==> config.mk <==
export PLATFORM = sky130hd
export DESIGN_NAME = gpio_port_ovr
export DESIGN_NICKNAME = d
export VERILOG_FILES = /design/src/rtl/gpio_ovr_pkg.sv /design/src/rtl/gpio_in_sync.sv /design/src/rtl/gpio_regs.sv /design/src/rtl/gpio_pin_mux.sv /design/src/rtl/gpio_port_ovr.sv
export SDC_FILE = /design/constraint.sdc
export NUM_CORES = 1
export LEC_CHECK = 0
export ABC_CLOCK_PERIOD_IN_PS = 1500
export BUFFER_PORTS_ARGS = -buffer_cell sky130_fd_sc_hd__buf_4
export CORE_ASPECT_RATIO = 1.4
export CORE_UTILIZATION = 46
export CTS_CLUSTER_DIAMETER = 60
export CTS_CLUSTER_SIZE = 20
export DETAILED_ROUTE_END_ITERATION = 12
export PLACE_DENSITY = 0.76
export SYNTH_ARGS = -nofsm -noshare
export SYNTH_HDL_FRONTEND = slang
export SYNTH_SLANG_ARGS = --single-unit
==> constraint.sdc <==
create_clock -name clk -period 1.5 [get_ports clk]
set_input_delay 0.3 -clock clk [delete_from_list [all_inputs] [get_ports clk]]
set_output_delay 0.3 -clock clk [all_outputs]
set_load 0.01 [all_outputs]
==> src/rtl/gpio_ovr_pkg.sv <==
// Package: shared constants for the peripheral-override I/O port.
// Assumes a byte-wide register bus with byte addresses.
package gpio_ovr_pkg;
    localparam int PORT_W    = 8;
    localparam int ADDR_W    = 8;
    localparam int TX_PIN    = 0;
    localparam int RX_PIN    = 1;
    localparam int TMR_BASE  = 2;
    localparam int N_TMR     = 2;
    localparam int MODE_W    = 2;
    localparam logic [ADDR_W-1:0] LATCH_ADDR = 8'h08;
    localparam logic [ADDR_W-1:0] DIR_ADDR   = 8'h0C;
endpackage

==> src/rtl/gpio_in_sync.sv <==
// Module: two-flop synchronizer, one lane per pin.
// Assumes the lanes are independent single-bit levels. Reset clears both stages.
module gpio_in_sync #(
    parameter int W = 8
) (
    input  logic         clk,
    input  logic         rst_n,
    input  logic [W-1:0] d_async,
    output logic [W-1:0] d_sync
);
    logic [W-1:0] stage1_q;
    logic [W-1:0] stage2_q;

    // Shift each pin level through two flop stages.
    always_ff @(posedge clk) begin
        if (!rst_n) begin
            stage1_q <= '0;
            stage2_q <= '0;
        end else begin
            stage1_q <= d_async;
            stage2_q <= stage1_q;
        end
    end

    assign d_sync = stage2_q;


    sync_delay_chk: assert property (@(posedge clk) disable iff (!rst_n)
        ($past(rst_n) && $past(rst_n, 2)) |-> (d_sync == $past(d_async, 2)));
endmodule

==> src/rtl/gpio_regs.sv <==
// Module: output latch and direction register, with address decode and read mux.
// Assumes single-cycle writes and a combinational read of the addressed register.
module gpio_regs
    import gpio_ovr_pkg::*;
#(
    parameter int W  = PORT_W,
    parameter int AW = ADDR_W
) (
    input  logic          clk,
    input  logic          rst_n,
    input  logic [AW-1:0] bus_addr,
    input  logic          bus_we,
    input  logic [W-1:0]  bus_wdata,
    input  logic [W-1:0]  pins_sync,
    output logic [W-1:0]  bus_rdata,
    output logic [W-1:0]  latch_q,
    output logic [W-1:0]  dir_q
);
    logic hit_latch;
    logic hit_dir;

    assign hit_latch = (bus_addr == AW'(LATCH_ADDR));
    assign hit_dir   = (bus_addr == AW'(DIR_ADDR));

    // Latch register: written whatever the pin direction is.
    always_ff @(posedge clk) begin
        if (!rst_n)
            latch_q <= '0;
        else if (bus_we && hit_latch)
            latch_q <= bus_wdata;
    end

    // Direction register: 1 enables the output buffer.
    always_ff @(posedge clk) begin
        if (!rst_n)
            dir_q <= '0;
        else if (bus_we && hit_dir)
            dir_q <= bus_wdata;
    end

    // Read mux: each direction bit picks latch or pin; undecoded addresses read zero.
    always_comb begin
        if (hit_latch)
            bus_rdata = (dir_q & latch_q) | (~dir_q & pins_sync);
        else if (hit_dir)
            bus_rdata = dir_q;
        else
            bus_rdata = '0;
    end


    latch_write_chk: assert property (@(posedge clk) disable iff (!rst_n)
        (bus_we && hit_latch) |=> (latch_q == $past(bus_wdata)));

    dir_write_chk: assert property (@(posedge clk) disable iff (!rst_n)
        (bus_we && hit_dir) |=> (dir_q == $past(bus_wdata)));

    undecoded_write_chk: assert property (@(posedge clk) disable iff (!rst_n)
        (bus_we && !hit_latch && !hit_dir) |=> ($stable(latch_q) && $stable(dir_q)));
endmodule

==> src/rtl/gpio_pin_mux.sv <==
// Module: chooses, for each pin, between register control and peripheral control.
// Assumes fixed pin positions for serial transmit/receive and for the timer channels.
module gpio_pin_mux
    import gpio_ovr_pkg::*;
#(
    parameter int W   = PORT_W,
    parameter int NT  = N_TMR,
    parameter int MW  = MODE_W,
    parameter int TXP = TX_PIN,
    parameter int RXP = RX_PIN,
    parameter int TB  = TMR_BASE
) (
    input  logic          clk,
    input  logic          rst_n,
    input  logic [W-1:0]  latch_q,
    input  logic [W-1:0]  dir_q,
    input  logic          sci_en,
    input  logic          sci_tx,
    input  logic [NT*MW-1:0] tmr_mode,
    input  logic [NT-1:0] tmr_oe,
    input  logic [NT-1:0] tmr_drive,
    output logic [W-1:0]  pin_out,
    output logic [W-1:0]  pin_oe
);
    logic [W-1:0] owned;

    for (genvar i = 0; i < W; i++) begin : g_pin
        if (i == TXP) begin : g_tx
            // Transmit pin: the serial unit drives it while enabled.
            assign owned[i]   = sci_en;
            assign pin_out[i] = sci_en ? sci_tx : latch_q[i];
            assign pin_oe[i]  = sci_en | dir_q[i];
        end else if (i == RXP) begin : g_rx
            // Receive pin: forced to input while the serial unit is enabled.
            assign owned[i]   = sci_en;
            assign pin_out[i] = latch_q[i];
            assign pin_oe[i]  = ~sci_en & dir_q[i];
        end else if (i >= TB && i < TB + NT) begin : g_tmr
            // Timer pin: owned while the channel's mode field is nonzero.
            localparam int K = i - TB;
            assign owned[i]   = |tmr_mode[K*MW +: MW];
            assign pin_out[i] = owned[i] ? tmr_drive[K] : latch_q[i];
            assign pin_oe[i]  = owned[i] ? tmr_oe[K]    : dir_q[i];
        end else begin : g_gp
            // Plain pin: register control only.
            assign owned[i]   = 1'b0;
            assign pin_out[i] = latch_q[i];
            assign pin_oe[i]  = dir_q[i];
        end
    end


    free_pins_follow_regs_chk: assert property (@(posedge clk) disable iff (!rst_n)
        (owned == '0) |-> (pin_oe == dir_q && pin_out == latch_q));

    sci_dir_override_chk: assert property (@(posedge clk) disable iff (!rst_n)
        sci_en |-> (pin_oe[TXP] && !pin_oe[RXP] && pin_out[TXP] == sci_tx));

    tmr0_override_chk: assert property (@(posedge clk) disable iff (!rst_n)
        (tmr_mode[MW-1:0] != '0) |-> (pin_oe[TB] == tmr_oe[0] && pin_out[TB] == tmr_drive[0]));
endmodule

==> src/rtl/gpio_port_ovr.sv <==
// Module: top of the 8-bit I/O port with peripheral pin takeover.
// Assumes the peripheral control inputs are synchronous to clk; only pin_in is asynchronous.
module gpio_port_ovr
    import gpio_ovr_pkg::*;
#(
    parameter int W  = PORT_W,
    parameter int AW = ADDR_W,
    parameter int NT = N_TMR,
    parameter int MW = MODE_W
) (
    input  logic             clk,
    input  logic             rst_n,
    input  logic [AW-1:0]    bus_addr,
    input  logic             bus_we,
    input  logic [W-1:0]     bus_wdata,
    output logic [W-1:0]     bus_rdata,
    input  logic [W-1:0]     pin_in,
    output logic [W-1:0]     pin_out,
    output logic [W-1:0]     pin_oe,
    input  logic             sci_en,
    input  logic             sci_tx,
    output logic             sci_rx,
    input  logic [NT*MW-1:0] tmr_mode,
    input  logic [NT-1:0]    tmr_oe,
    input  logic [NT-1:0]    tmr_drive,
    output logic [NT-1:0]    tmr_cap
);
    logic [W-1:0] pins_sync;
    logic [W-1:0] latch_q;
    logic [W-1:0] dir_q;

    gpio_in_sync #(.W(W)) u_sync (
        .clk     (clk),
        .rst_n   (rst_n),
        .d_async (pin_in),
        .d_sync  (pins_sync)
    );

    gpio_regs #(.W(W), .AW(AW)) u_regs (
        .clk       (clk),
        .rst_n     (rst_n),
        .bus_addr  (bus_addr),
        .bus_we    (bus_we),
        .bus_wdata (bus_wdata),
        .pins_sync (pins_sync),
        .bus_rdata (bus_rdata),
        .latch_q   (latch_q),
        .dir_q     (dir_q)
    );

    gpio_pin_mux #(.W(W), .NT(NT), .MW(MW)) u_mux (
        .clk       (clk),
        .rst_n     (rst_n),
        .latch_q   (latch_q),
        .dir_q     (dir_q),
        .sci_en    (sci_en),
        .sci_tx    (sci_tx),
        .tmr_mode  (tmr_mode),
        .tmr_oe    (tmr_oe),
        .tmr_drive (tmr_drive),
        .pin_out   (pin_out),
        .pin_oe    (pin_oe)
    );

    assign sci_rx  = pins_sync[RX_PIN];
    assign tmr_cap = pins_sync[TMR_BASE +: NT];
endmodule

After elaboration in Yosys (flattened, before gate mapping)
Cells that the tools add are included.
{ "classes": {"bitwise": 7, "n_addsub": 0, "n_mux": 7, "shift": 0, "order_cmp": 0, "reduce_logical": 4, "n_div": 0, "mul": 0, "eq_ne": 2} }
{ "op_table": {"columns": ["cell", "count"], "rows": [
  ["8-bit AND", 2],
  ["8-bit by 4-bit == test with 1-bit output (second input constant)", 2],
  ["8-bit 2-to-1 mux", 2],
  ["8-bit inverter", 1],
  ["8-bit OR", 1],
  ["1-bit 2-to-1 mux", 5],
  ["2-bit OR reduction", 2],
  ["1-bit logical AND", 2],
  ["1-bit AND", 1],
  ["1-bit inverter", 1],
  ["1-bit OR", 1]
]} }
{ "word_totals": {"ff_bits": 32, "wordCells": 24, "out_inout_bits": 27, "ram_bits": 0, "inputBits": 37, "rom_bits": 0, "latchBits": 0, "memories": 0} }

Longest topological paths before layout
{ "depth": {"ltp_word": 4, "depth_mapped": 4, "mapped_depth_nobuf": 3} }

Modules after synthesis
Synthesis repeated with hierarchy kept, for this count alone.
{ "hier_totals": {"hier_cells": 140, "hier_area_um2": 1421.4} }
{ "modules_own_cells": {"columns": ["mod", "area_each_um2", "seq_area_each_um2", "cells_each", "n_inst"], "rows": [
  ["gpio_regs", 810.8, 320.3, 89, 1],
  ["gpio_in_sync", 446.7, 320.3, 33, 1],
  ["gpio_pin_mux", 163.9, 0.0, 18, 1]
]} }

Least setup slack after synthesis
No wires, ideal clock.
{ "synth_timing": {"kind": "input-to-output", "start": "input port bus_addr[2]", "end": "output port bus_rdata[5]", "t_required_ns": 1.200, "arrival_time_ns": 1.101, "path_slack_ns": 0.099, "cell_stages": 3, "n_path_buf": 1, "cell_sequence": "clkbuf_1 -> or3b_2 -> a21oi_1"} }
{ "synth_via": {"elab_chain_len": 3, "word_cells_on_any_way": 4, "classes_between": "eq/ne (2); mux (2)"} }
{ "synth_lines": {"columns": ["element", "line", "text"], "rows": [
  ["from (decl)", "gpio_port_ovr.sv:13", "input logic [AW-1:0] bus_addr,"],
  ["8-bit by 4-bit == test with 1-bit output", "gpio_regs.sv:23", "assign hit_dir = (bus_addr == AW'(DIR_ADDR));"],
  ["8-bit 2-to-1 mux", "gpio_regs.sv:45", "else if (hit_dir)"],
  ["8-bit 2-to-1 mux *", "gpio_regs.sv:43", "if (hit_latch)"],
  ["to (decl)", "gpio_port_ovr.sv:16", "output logic [W-1:0] bus_rdata,"]
]} }
Mark *: on every way between the ends. The rest lies on a longest branch, timed or not.

Worst setup path after layout
{ "layout_timing": {"start": "register u_regs.dir_q[5]", "end": "output port bus_rdata[5]"} }
{ "layout_via": {"elab_chain_len": 4, "word_cells_on_any_way": 6, "classes_between": "mux (2); bitwise (4)"} }
{ "layout_lines": {"columns": ["element", "line", "text"], "rows": [
  ["from (decl)", "gpio_regs.sv:17", "output logic [W-1:0] dir_q"],
  ["from (signal assigned)", "gpio_regs.sv:38", "dir_q <= bus_wdata;"],
  ["8-bit inverter", "gpio_regs.sv:44", "bus_rdata = (dir_q & latch_q) | (~dir_q & pins_sync);"],
  ["8-bit AND", "gpio_regs.sv:44", null],
  ["8-bit OR", "gpio_regs.sv:44", null],
  ["8-bit 2-to-1 mux *", "gpio_regs.sv:43", null]
]} }
Marks and branches as above.

==> flow_summary.json <==
{
  "hold_end": "u_sync.stage1_q[4]",
  "crit_family": "simple AND/OR/NAND/NOR gates",
  "worst-path-buf-inv": 1,
  "cp_slowest_cell": "or3b_4",
  "yosysUniqueCellTypes": 18,
  "cts_hold_buf": 0,
  "firstDrtPassIters": 3,
  "whs_path_depth": 2,
  "wl_per_cell_um": 13.1,
  "die_w_um": 48.6,
  "reg2reg_from": "u_regs.dir_q[6]",
  "synth_nets": 180,
  "crit_path_cell_trace": "or3b_4 -> a21oi_2 -> buf_4",
  "failed_checks": "setup timing",
  "place_ws_ps": -127,
  "multiInputGateArea_um2": 702,
  "grt_overflow_total": 0,
  "synth.avg_cell_area_um2": 9.77,
  "vdd_drop_max_mv": 0.670,
  "stdcell_count": 246,
  "clk_pin_slew_ps": 60,
  "worstHoldStart": "pin_in[4]",
  "path_max_fanout": 2,
  "clockBufferDepth": 2,
  "drt_iter0_drc": 31,
  "syn_to_final_growth_pct": 48.0,
  "arrival_ps": 1230,
  "layout_common_cells": "buf_4, nand2_1, dfxtp_1, mux2i_1, and2_1",
  "n_antenna_cell": 0,
  "dp.cells": 230,
  "route.detailed.drc": 0,
  "cts_buffers": 5,
  "synth_area_leaders": "dfxtp_1, mux2i_1, and2_1, nand2_1, buf_4",
  "grt_max_degree": 41,
  "nets": 245,
  "rsz0062_at_grt": "true",
  "ys_ff_latch": 32,
  "finalCritPeriodShare": 1.02,
  "layout_min_cycle_time_ps": 1530,
  "rrSetupSlack_ps": 790,
  "max_freq_mhz": 652,
  "regArea_um2": 659,
  "drive_above_1_share": 0.589,
  "slew_violations": 0,
  "final.fill_count": 236,
  "yosysWarnings": 0,
  "hold_path_class": "input port to flip-flop",
  "reg2regPathDepth": 3,
  "port_buffers": 63,
  "timing.hold.ws_ps": 220,
  "setup_violations": 8,
  "hold_violations": 0,
  "core_area_um2": 2880,
  "crit_required_ps": 1200,
  "cts_tree": "built",
  "vias": 1212,
  "seq_area_frac_synth": 0.458,
  "power_leakage_nw": 1.02,
  "vias_per_cell": 4.93,
  "syn_inst": 143,
  "yosysTopAreaCellShare": 0.458,
  "mostFrequentLayoutCell": "buf_4",
  "gp_congestion": 0.693,
  "end_kind": "primary output",
  "grtUsageTotal": 0.203,
  "ios": 64,
  "max_cap_violations": 0,
  "place_area_um2": 1830,
  "start_kind": "flip-flop",
  "design_area_um2": 2070,
  "crit_type": "flip-flop to primary output",
  "die_y_um": 67.2,
  "ant_nets": 0,
  "pwr_density_cell_nw_per_um2": 839,
  "antenna_found_initial": 0,
  "grt_pass1_wl_um": 4890,
  "rr_endpoint": "u_regs.dir_q[6]",
  "start_util": 0.486,
  "yosysTopAreaCell": "dfxtp_1",
  "cts_sinks": 32,
  "worst_slack_ps": -34.9,
  "cpPeakStageDelay_ps": 370,
  "die_area_um2": 3270,
  "tightest_slew_ps": 330,
  "clk_latency_ps": 290,
  "cts_max_level": 2,
  "netlist_area_um2": 1400,
  "dp_hpwl_um": 2240,
  "clock_skew_ps": 3.10,
  "slew_headroom": 0.780,
  "drt_wl_total_um": 3210,
  "cts-root-buf": "clkbuf_8",
  "grt_pass1_vias": 1173,
  "num_rows": 23,
  "status": "finished, violations left"
}
==> flip-flops by register name (all words and copies together) (netlist names) <==
signal / flops
u_regs.dir_q: 8
u_regs.latch_q: 8
u_sync.d_sync: 8
u_sync.stage1_q: 8
==> power breakdown <==
part / total, mW / switching [mW] / internal, mW
Combinational: 0.186 / 0.0708 / 0.115
Clock: 0.673 / 0.301 / 0.372
Sequential: 0.877 / 0.00577 / 0.872
==> Yosys cell counts <==
master,count
nor2_1,2
a21oi_1,8
mux2_2,5
nor2b_1,1
dfxtp_1,32
or3b_2,8
clkbuf_1,5
nand2_1,25
nand4_4,1
and2_1,16
or2_2,1
mux2i_1,16
o21ai_0,8
buf_4,11
buf_6,1
nand4b_1,1
nor3b_2,1
nor4_4,1
==> routing by layer <==
| metal | wire length, um | GRT usage | vias up |
|---|---|---|---|
| li1 | - | - | 598 |
| met5 | 0 | 0 | - |
| met4 | 40 | 0.114 | 0 |
| met1 | 1200 | 0.177 | 570 |
| met3 | 187 | 0.0698 | 5 |
| met2 | 1790 | 0.403 | 39 |
==> worst register-to-register path, cell delays in order, from the launching register on <==
cell     delay [ps]
dfxtp_2         330
buf_4           110
nand2_1          50
mux2i_1         150
==> cell type report <==
type	count	area share
Tap cell	37	0.0224
Clock buffer	7	0.0417
Multi-Input combinational cell	94	0.339
Sequential cell	32	0.319
Clock inverter	1	0.00363
Timing Repair Buffer	75	0.274
==> worst max-delay path by stage <==
stage,endpoint,cells after the start,startpoint
CTS,bus_rdata[4],3,u_sync.d_sync[4]
global placement,bus_rdata[0],5,bus_addr[5]
detailed placement,bus_rdata[4],5,bus_addr[5]
global route,bus_rdata[5],3,u_regs.dir_q[5]
finish,bus_rdata[5],3,u_regs.dir_q[5]
floorplan,bus_rdata[5],3,bus_addr[2]
==> stage by stage <==
stage	TNS [ps]	total power [mW]	util
after floorplan	0	0.963	-
after global placement	-529	1.07	0.637
after CTS	-355	1.75	0.716
after global routing	-544	1.81	0.719
final	-163	1.74	0.719
after detailed placement	-856	1.07	0.637
==> cell families after synthesis <==
| kind of cell | count (synthesis) | share of synthesized area |
|---|---|---|
| AO/OA/AOI/OAI | 16 | 0.0573 |
| buffers and inverters | 17 | 0.0806 |
| flip-flops | 32 | 0.458 |
| multiplexers | 21 | 0.155 |
| AND/OR/NAND/NOR | 57 | 0.249 |
==> timing repair <==
item / CTS / global route
pin swaps: 16 / 10
resized for setup: 29 / 5
setup endpoints to repair: 8 / 8
setup buffers: 8 / 0
Power figures use the tool's default switching activity.
